<file path="config.mk">
export PLATFORM = sky130hd
export DESIGN_NAME = pkt_endpoint
export DESIGN_NICKNAME = d
export VERILOG_FILES = /design/src/rtl/pkt_ep_pkg.sv /design/src/rtl/pkt_ep_tx.sv /design/src/rtl/pkt_ep_rx.sv /design/src/rtl/pkt_endpoint.sv
export SDC_FILE = /design/constraint.sdc
export NUM_CORES = 2
export LEC_CHECK = 0
export ABC_AREA = 1
export BUFFER_PORTS_ARGS = -buffer_cell sky130_fd_sc_hd__buf_4
export CAP_MARGIN = 10
export CORE_MARGIN = 2
export CORE_UTILIZATION = 55
export CTS_CLUSTER_DIAMETER = 50
export CTS_CLUSTER_SIZE = 20
export DETAILED_ROUTE_END_ITERATION = 10
export GPL_TIMING_DRIVEN = 1
export HOLD_SLACK_MARGIN = 0.15
export PLACE_DENSITY_LB_ADDON = 0.05
export SETUP_SLACK_MARGIN = 0.05
export SLEW_MARGIN = 10
export SYNTH_ARGS = -nofsm -noshare
export SYNTH_HDL_FRONTEND = slang
export SYNTH_SLANG_ARGS = --single-unit
</file>
<file path="constraint.sdc">
create_clock -name clk -period 13.1 [get_ports clk]
set_input_delay 2.62 -clock clk [delete_from_list [all_inputs] [get_ports clk]]
set_output_delay 2.62 -clock clk [all_outputs]
set_load 0.03 [all_outputs]
</file>
<file path="src/rtl/pkt_ep_pkg.sv">
package pkt_ep_pkg;
  localparam int WORD_W    = 16;
  localparam int SEL_W     = 3;
  localparam int HDR_WORDS = 4;
  localparam int CTR_WORD  = 2;   // header word whose high byte is the block counter
  localparam int LEN_WORD  = 3;   // header word holding the payload byte length

  typedef enum logic [SEL_W-1:0] {
    RG_TXDATA  = 3'd0,
    RG_TXCTRL  = 3'd1,
    RG_RXDATA  = 3'd2,
    RG_STATUS  = 3'd3,
    RG_DEVADDR = 3'd4,
    RG_TGTADDR = 3'd5,
    RG_IRQ     = 3'd6
  } reg_sel_e;

  // status word bit positions
  localparam int ST_BUILD     = 0;
  localparam int ST_SENDING   = 1;
  localparam int ST_TXFULL    = 2;
  localparam int ST_TXERR     = 3;
  localparam int ST_LENERR    = 8;
  localparam int ST_CTRERR    = 9;
  localparam int ST_DROP      = 11;
  localparam int ST_LAST      = 12;
  localparam int ST_FIRST     = 13;
  localparam int ST_AVAIL     = 15;
  localparam int ST_STICKY_LO = 3;
  localparam int ST_STICKY_HI = 11;

  // control word bits
  localparam int CT_RXEN  = 12;
  localparam int CT_FLUSH = 15;

  // interrupt word: four sources starting at this bit
  localparam int IQ_BASE = 5;
  localparam int IQ_SENT = 6;
  localparam int IQ_NEW  = 7;

  typedef struct packed {
    logic              first;
    logic              last;
    logic [WORD_W-1:0] data;
  } rx_entry_t;
endpackage

</file>
<file path="src/rtl/pkt_ep_tx.sv">
module pkt_ep_tx
  import pkt_ep_pkg::*;
#(
  parameter int DEPTH = 32
) (
  input  logic              clk,
  input  logic              rst_n,
  input  logic              push,
  input  logic [WORD_W-1:0] push_data,
  input  logic              flush,
  output logic              tx_valid,
  input  logic              tx_ready,
  output logic [WORD_W-1:0] tx_data,
  output logic              tx_last,
  output logic              building,
  output logic              sending,
  output logic              full,
  output logic              err_pulse,
  output logic              sent_pulse
);
  localparam int AW = (DEPTH > 1) ? $clog2(DEPTH) : 1;
  localparam int CW = $clog2(DEPTH + 1);

  logic [WORD_W-1:0] mem [DEPTH];
  logic [CW-1:0]     wcnt, rdi;
  logic [7:0]        blk_ctr;
  logic              sending_q;
  logic              accept, hs;
  logic [WORD_W-1:0] raw;

  assign full     = (wcnt == CW'(DEPTH));
  assign accept   = push && !sending_q && !full;
  assign hs       = sending_q && tx_ready;
  assign raw      = mem[rdi[AW-1:0]];
  assign tx_valid = sending_q;
  assign tx_last  = sending_q && (rdi == wcnt - CW'(1));
  assign tx_data  = (rdi == CW'(CTR_WORD)) ? {blk_ctr, raw[7:0]} : raw;

  assign building   = (wcnt != '0) && !sending_q;
  assign sending    = sending_q;
  assign err_pulse  = push && !accept;
  assign sent_pulse = hs && tx_last;

  always_ff @(posedge clk) begin
    if (accept) mem[wcnt[AW-1:0]] <= push_data;
  end

  always_ff @(posedge clk or negedge rst_n) begin
    if (!rst_n) begin
      wcnt      <= '0;
      rdi       <= '0;
      sending_q <= 1'b0;
      blk_ctr   <= '0;
    end else begin
      if (accept) wcnt <= wcnt + CW'(1);
      if (flush && !sending_q && (wcnt != '0)) begin
        sending_q <= 1'b1;
        rdi       <= '0;
      end
      if (hs) begin
        if (tx_last) begin
          sending_q <= 1'b0;
          wcnt      <= '0;
          blk_ctr   <= blk_ctr + 8'd1;
        end else begin
          rdi <= rdi + CW'(1);
        end
      end
    end
  end

  // an offered word stays put until taken
  p_hold_r2: assert property (@(posedge clk) disable iff (!rst_n)
    tx_valid && !tx_ready |=> tx_valid && $stable(tx_data) && $stable(tx_last));

  // staging count never exceeds the buffer
  p_no_overflow_r4: assert property (@(posedge clk) disable iff (!rst_n)
    wcnt <= CW'(DEPTH));

  // a word pushed during sending leaves the staged count alone
  p_busy_push_r4: assert property (@(posedge clk) disable iff (!rst_n)
    sending_q && push && !(tx_ready && tx_last) |=> $stable(wcnt));
endmodule

</file>
<file path="src/rtl/pkt_ep_rx.sv">
module pkt_ep_rx
  import pkt_ep_pkg::*;
#(
  parameter int DEPTH = 64   // power of two
) (
  input  logic              clk,
  input  logic              rst_n,
  input  logic              en,
  input  logic              rx_valid,
  input  logic [WORD_W-1:0] rx_data,
  input  logic              rx_last,
  output logic              rx_ready,
  input  logic              pop,
  output rx_entry_t         head,
  output logic              avail,
  output logic              drop_pulse,
  output logic              len_pulse,
  output logic              ctr_pulse,
  output logic              new_pulse
);
  localparam int AW  = (DEPTH > 1) ? $clog2(DEPTH) : 1;
  localparam int PW  = AW + 1;
  localparam int CNW = WORD_W + 1;

  function automatic logic [CNW-1:0] total_words(input logic [WORD_W-1:0] len);
    return CNW'(HDR_WORDS) + ((CNW'(len) + CNW'(1)) >> 1);
  endfunction

  rx_entry_t      mem [DEPTH];
  logic [PW-1:0]  rd_ptr, cm_ptr, wr_ptr;
  logic           in_pkt, dropping, have_prev;
  logic [CNW-1:0] cnt, exp_w, idx, exp_now;
  logic [7:0]     cap_ctr, prev_ctr, ctr_now, ctr_diff;
  logic           take, drop_cur, spec_full, drop_now, wr_word, len_ok, commit;
  rx_entry_t      ent;

  assign take      = rx_valid && rx_ready;
  assign idx       = in_pkt ? cnt : '0;
  assign drop_cur  = in_pkt ? dropping : !en;
  assign spec_full = ((wr_ptr - rd_ptr) == PW'(DEPTH));
  assign drop_now  = drop_cur || spec_full;
  assign wr_word   = take && !drop_now;
  assign exp_now   = (idx == CNW'(LEN_WORD)) ? total_words(rx_data) : exp_w;
  assign len_ok    = (idx >= CNW'(LEN_WORD)) && ((idx + CNW'(1)) == exp_now);
  assign ctr_now   = (idx == CNW'(CTR_WORD)) ? rx_data[WORD_W-1:8] : cap_ctr;
  assign ctr_diff  = ctr_now - prev_ctr;
  assign commit    = take && rx_last && !drop_now && len_ok;

  assign drop_pulse = take && rx_last && drop_now;
  assign len_pulse  = take && rx_last && !drop_now && !len_ok;
  assign new_pulse  = commit;
  assign ctr_pulse  = commit && have_prev && ((ctr_diff == 8'd0) || ctr_diff[7]);

  assign head  = mem[rd_ptr[AW-1:0]];
  assign avail = (cm_ptr != rd_ptr);

  always_comb begin
    ent.first = (idx == '0);
    ent.last  = rx_last;
    ent.data  = rx_data;
  end

  always_ff @(posedge clk) begin
    if (wr_word) mem[wr_ptr[AW-1:0]] <= ent;
  end

  always_ff @(posedge clk or negedge rst_n) begin
    if (!rst_n) begin
      rx_ready  <= 1'b0;
      rd_ptr    <= '0;
      cm_ptr    <= '0;
      wr_ptr    <= '0;
      in_pkt    <= 1'b0;
      dropping  <= 1'b0;
      cnt       <= '0;
      exp_w     <= '0;
      cap_ctr   <= '0;
      prev_ctr  <= '0;
      have_prev <= 1'b0;
    end else begin
      rx_ready <= 1'b1;
      if (take) begin
        in_pkt   <= !rx_last;
        dropping <= drop_now;
        cnt      <= (idx == {CNW{1'b1}}) ? idx : idx + CNW'(1);
        if (idx == CNW'(LEN_WORD)) exp_w <= exp_now;
        if (idx == CNW'(CTR_WORD)) cap_ctr <= rx_data[WORD_W-1:8];
        if (wr_word) wr_ptr <= wr_ptr + PW'(1);
        if (rx_last) begin
          if (commit) begin
            cm_ptr    <= wr_ptr + PW'(1);
            prev_ctr  <= ctr_now;
            have_prev <= 1'b1;
          end else begin
            wr_ptr <= cm_ptr;
          end
        end
      end
      if (pop && avail) rd_ptr <= rd_ptr + PW'(1);
    end
  end

  // speculative writes never overrun unread words
  p_no_overrun_r8: assert property (@(posedge clk) disable iff (!rst_n)
    (wr_ptr - rd_ptr) <= PW'(DEPTH));

  // readable words never run ahead of written words
  p_commit_order_r6: assert property (@(posedge clk) disable iff (!rst_n)
    (cm_ptr - rd_ptr) <= (wr_ptr - rd_ptr));

  // a read with nothing waiting removes nothing
  p_empty_pop_r6: assert property (@(posedge clk) disable iff (!rst_n)
    pop && !avail |=> $stable(rd_ptr));

  // inbound side is always ready after reset
  p_ready_r12: assert property (@(posedge clk) disable iff (!rst_n)
    1'b1 |=> rx_ready);
endmodule

</file>
<file path="src/rtl/pkt_endpoint.sv">
module pkt_endpoint
  import pkt_ep_pkg::*;
#(
  parameter int TX_DEPTH = 32,
  parameter int RX_DEPTH = 64
) (
  input  logic              clk,
  input  logic              rst_n,
  input  logic [SEL_W-1:0]  bus_sel,
  input  logic              bus_wr,
  input  logic              bus_rd,
  input  logic [WORD_W-1:0] bus_wdata,
  output logic [WORD_W-1:0] bus_rdata,
  output logic              tx_valid,
  input  logic              tx_ready,
  output logic [WORD_W-1:0] tx_data,
  output logic              tx_last,
  input  logic              rx_valid,
  output logic              rx_ready,
  input  logic [WORD_W-1:0] rx_data,
  input  logic              rx_last,
  output logic              irq
);
  logic                           rx_en, ev_sent, ev_new;
  logic [WORD_W-1:0]              dev_addr, tgt_addr;
  logic [3:0]                     irq_en, irq_src;
  logic [ST_STICKY_HI:ST_STICKY_LO] sticky;
  logic tx_push, tx_flush, rx_pop, wr_status, wr_irq;
  logic tx_building, tx_sending, tx_full, tx_err, tx_sent;
  logic rx_avail, rx_drop, rx_lenerr, rx_ctrerr, rx_new;
  rx_entry_t         rx_head;
  logic [WORD_W-1:0] set_vec, clr_vec, status_w;

  assign tx_push   = bus_wr && (bus_sel == RG_TXDATA);
  assign tx_flush  = bus_wr && (bus_sel == RG_TXCTRL) && bus_wdata[CT_FLUSH];
  assign rx_pop    = bus_rd && (bus_sel == RG_RXDATA);
  assign wr_status = bus_wr && (bus_sel == RG_STATUS);
  assign wr_irq    = bus_wr && (bus_sel == RG_IRQ);

  pkt_ep_tx #(.DEPTH(TX_DEPTH)) u_tx (
    .clk(clk), .rst_n(rst_n), .push(tx_push), .push_data(bus_wdata), .flush(tx_flush),
    .tx_valid(tx_valid), .tx_ready(tx_ready), .tx_data(tx_data), .tx_last(tx_last),
    .building(tx_building), .sending(tx_sending), .full(tx_full),
    .err_pulse(tx_err), .sent_pulse(tx_sent)
  );

  pkt_ep_rx #(.DEPTH(RX_DEPTH)) u_rx (
    .clk(clk), .rst_n(rst_n), .en(rx_en),
    .rx_valid(rx_valid), .rx_data(rx_data), .rx_last(rx_last), .rx_ready(rx_ready),
    .pop(rx_pop), .head(rx_head), .avail(rx_avail),
    .drop_pulse(rx_drop), .len_pulse(rx_lenerr), .ctr_pulse(rx_ctrerr), .new_pulse(rx_new)
  );

  always_comb begin
    set_vec            = '0;
    set_vec[ST_TXERR]  = tx_err;
    set_vec[ST_LENERR] = rx_lenerr;
    set_vec[ST_CTRERR] = rx_ctrerr;
    set_vec[ST_DROP]   = rx_drop;
  end
  assign clr_vec = wr_status ? bus_wdata : '0;

  always_ff @(posedge clk or negedge rst_n) begin
    if (!rst_n) begin
      rx_en    <= 1'b0;
      dev_addr <= '0;
      tgt_addr <= '0;
      irq_en   <= '0;
      sticky   <= '0;
      ev_sent  <= 1'b0;
      ev_new   <= 1'b0;
    end else begin
      if (bus_wr && (bus_sel == RG_TXCTRL)) rx_en <= bus_wdata[CT_RXEN];
      if (bus_wr && (bus_sel == RG_DEVADDR)) dev_addr <= bus_wdata;
      if (bus_wr && (bus_sel == RG_TGTADDR)) tgt_addr <= bus_wdata;
      if (wr_irq) irq_en <= bus_wdata[IQ_BASE +: 4];
      sticky  <= (sticky & ~clr_vec[ST_STICKY_HI:ST_STICKY_LO]) | set_vec[ST_STICKY_HI:ST_STICKY_LO];
      ev_sent <= (ev_sent && !(wr_irq && bus_wdata[IQ_SENT])) || tx_sent;
      ev_new  <= (ev_new && !(wr_irq && bus_wdata[IQ_NEW])) || rx_new;
    end
  end

  assign irq_src = {rx_avail, ev_new, ev_sent, !tx_sending};
  assign irq     = |(irq_en & irq_src);

  always_comb begin
    status_w                            = '0;
    status_w[ST_BUILD]                  = tx_building;
    status_w[ST_SENDING]                = tx_sending;
    status_w[ST_TXFULL]                 = tx_full;
    status_w[ST_STICKY_HI:ST_STICKY_LO] = sticky;
    status_w[ST_LAST]                   = rx_avail && rx_head.last;
    status_w[ST_FIRST]                  = rx_avail && rx_head.first;
    status_w[ST_AVAIL]                  = rx_avail;
  end

  always_comb begin
    bus_rdata = '0;
    case (bus_sel)
      RG_TXCTRL:  bus_rdata[CT_RXEN] = rx_en;
      RG_RXDATA:  bus_rdata = rx_avail ? rx_head.data : '0;
      RG_STATUS:  bus_rdata = status_w;
      RG_DEVADDR: bus_rdata = dev_addr;
      RG_TGTADDR: bus_rdata = tgt_addr;
      RG_IRQ:     bus_rdata[IQ_BASE +: 4] = irq_src;
      default:    bus_rdata = '0;
    endcase
  end

  // an all-ones clear with no new event empties every sticky flag
  p_w1c_r10: assert property (@(posedge clk) disable iff (!rst_n)
    wr_status && (&bus_wdata[ST_STICKY_HI:ST_STICKY_LO]) && !(tx_err || rx_lenerr || rx_ctrerr || rx_drop)
    |=> sticky == '0);

  // a sticky source written as 1 with no new event is cleared
  p_irq_clear_r11: assert property (@(posedge clk) disable iff (!rst_n)
    wr_irq && bus_wdata[IQ_NEW] && !rx_new |=> !ev_new);
endmodule

</file>
==> run metrics <==
dpl cells=7706; ordered cell list for the critical path=inv_8 > buf_4 > buf_4 > o21ai_0 > o221ai_1 > nand3_1 > a31oi_1 > a221oi_1 > o21ai_0 > buf_4; total of warnings raised by yosys=0; Core Region=134000 um2; met2 routed WL=94400 um; Total GRT Usage=0.304; Synth cell types=54; first-pass GRT wire length=307000 um; Met1 Wirelength=90200 um; Worst-Margin Slew=1230 ps; Post-synth ARST share=0.0796; worst skew pair latency=840 ps; Max-Cap Viols=0; Syn Area/Cell=12.2 um2; gpl congestion=0.876; CTS Buf Count=163; number of cell rows=134; area delta synth->final=11.2%; I/O pin total=78; number of setup violations in the final report=0; Worst Setup SP=u_rx.rd_ptr[0]; Netlist Area Pre-Place=74100 um2; Worst path slowest cell=buf_4; worst vdd ir=0.000187 V; post-CTS setup buffers=0; Starting Density=0.554; vias per inst=6.23; synth top area cells=edfxtp_1, o21ai_0, nor2_1, dfrtp_1, nand2_1; Synth area leader=edfxtp_1; EDFF count, synth=1664; via count=49.9k; Hold Buf Count CTS=0; cell with the most instances after synthesis=edfxtp_1; CTS clk-pin slew, worst paths=70 ps; Yosys top cell area share=0.674; share of cells above drive strength 1=0.100; reg2reg path depth=16; largest net degree at the start of global routing=203; Synth Register Bits=1808; highest routed layer=met4; non-filler cells, final=8008; post-route ant nets=0; FF-to-FF Start=u_rx.rd_ptr[2]; critical path depth in cells=10; hold path cells=2; slowest stage delay, CP=980 ps; 1st-pass router iterations=6; final worst-path cycle share=0.644; CTS tree=built; f_max=119 MHz; post-detail-place hpwl=121000 um; Slew Limit Headroom=0.179; most frequent CP cell=buf_4; Clock Skews=39.5 ps; vias in the first global route=46.1k; P_leak=27.9 nW; crit path buf inv count=4; status=complete, no violations; Worst Setup Path Type=reg2out; GRT overflow=0; DR WL met3=18400 um; final setup TNS=0 ps; Post-CTS Resized=0; Die Ht=371 um; clock sinks=1808; Startpoint Class=flop; NumNets Final=6175; minimum clock period=8440 ps; RSZ-0062 raised after global routing=no; Fin. Hold Viols=0; Synth Net Count=6167; Die W=371 um; Seq/Total Area, Yosys=0.723; Slew Limit Fails=0; Worst Setup EP=bus_rdata[7]; Post-Synthesis Cells=6095; most frequent cells after synthesis=edfxtp_1, nor2_1, o21ai_0, nand2_1, clkbuf_1; first-iteration detailed-routing DRC count=6528; Routed WL=210000 um; Pwr per Cell Area=206 nW/um2; count of input and output buffers=77; Setup crit end kind=output pin; H-tree depth=4; drt wl/cell=26.2 um; Total Die Area=138000 um2; Post-synth top flop=edfxtp_1; hold crit path type=reg2reg; CP arrival=5820 ps; initial antenna violation count=2; crit-path leading delay family=buffers and inverters; CP required=10480 ps; CTS Buffer Depth=3; Worst Path Max Fanout=105; DRC=0; r2r setup slk=7150 ps; CTS root buffer=clkbuf_16; reg2reg end=u_rx.mem[52][9]
==> layer usage <==
layer / vias up / global-route usage
met1: 24963 / 0.455
met3: 335 / 0.0545
li1: 22363 / -
met5: - / 0
met4: 0 / 0.104
met2: 2192 / 0.451
==> registers in the layout, summed over array words and instances (netlist names), 4 cells and up <==
name	flops
dev_addr	16
irq_en	4
sticky	9
tgt_addr	16
u_rx.cap_ctr	8
u_rx.cm_ptr	7
u_rx.cnt	17
u_rx.exp_w	17
u_rx.mem	1152
u_rx.prev_ctr	8
u_rx.rd_ptr	7
u_rx.wr_ptr	7
u_tx.blk_ctr	8
u_tx.mem	512
u_tx.rdi	6
u_tx.wcnt	6
==> logic make-up after synthesis <==
logic type | Yosys count | synth area share
adder cells (fa/ha/maj) | 30 | 0.00517
flip-flops | 1808 | 0.723
AO/OA/AOI/OAI | 1562 | 0.122
AND/OR/NAND/NOR | 2042 | 0.113
XOR/XNOR | 51 | 0.00603
buffers and inverters | 601 | 0.0312
other | 1 | 0.0000506
==> area by class of cell <==
class	instances	area (um2)
Clock buffer	186	4290
Antenna cell	1	2.50
Tap cell	1768	2210
Clock inverter	115	1280
Timing Repair Buffer	227	1770
Inverter	217	838
Fill cell	10369	51200
Multi-Input combinational cell	3686	18400
Sequential cell	1808	53600
==> where the power goes <==
| group | switching, W | leakage [nW] | internal, W |
|---|---|---|---|
| combinational | 0.00392 | 8.52 | 0.00146 |
| clock | 0.00231 | 2.69 | 0.00265 |
| sequential | 0.000194 | 16.7 | 0.00644 |
| total | 0.00643 | 27.9 | 0.0106 |
==> through the flow <==
stage / hold WS [ps] / area [um2] / utilization / total power, W / worst slack, ps
after global routing: 498 / 82400 / 0.617 / 0.0177 / 4440
final: 476 / 82400 / 0.617 / 0.0170 / 4660
after global placement: 450 / 76800 / 0.575 / 0.0120 / 5730
after CTS: 481 / 82400 / 0.617 / 0.0170 / 4710
after detailed placement: 465 / 76800 / 0.575 / 0.0121 / 5610
after floorplan: 434 / 74100 / - / 0.0100 / 6520
==> worst min-delay path by stage <==
stage,from,to
floorplan,u_rx.have_prev,u_rx.have_prev
global placement,u_rx.have_prev,u_rx.have_prev
detailed placement,irq_en[2],irq_en[2]
CTS,irq_en[2],irq_en[2]
global route,u_rx.exp_w[13],u_rx.exp_w[13]
finish,u_rx.have_prev,u_rx.have_prev
==> placed cells by master (no fill, tap or decap), drive strengths merged, types with 2 or more instances in the layout <==
cell	Yosys	routed
o2111ai	2	2
a32o	5	5
nand4	78	78
a221oi	7	7
o211ai	55	55
nor2	1058	1058
clkbuf	358	186
or2	8	8
a21boi	3	3
o22ai	265	265
o221ai	151	151
xor2	37	37
nor4	3	3
nor3	23	23
a22oi	4	4
o21ai	964	964
ha	29	29
nand2	632	632
buf	26	227
xnor2	14	14
a22o	9	9
inv	208	260
a21oi	70	70
a31oi	19	19
edfxtp	1664	1664
clkinv	9	49
nand3b	2	2
a41oi	2	2
clkinvlp	0	13
dfrtp	144	144
nand3	237	237
bufinv	0	10
==> worst register-to-register path, stage by stage (launching register included) <==
cell and delay (ps):
dfrtp_4 640, inv_2 570, buf_4 630, ha_1 440
nand2_1 80, nand2_1 70, a21oi_1 240, inv_1 70
a21oi_1 150, xor2_1 90, nand4_1 130, nand2_1 110
nor2_1 100, buf_4 250, nand4_1 750, nor2_2 960
buf_4 350
Power figures use the tool's default switching activity.
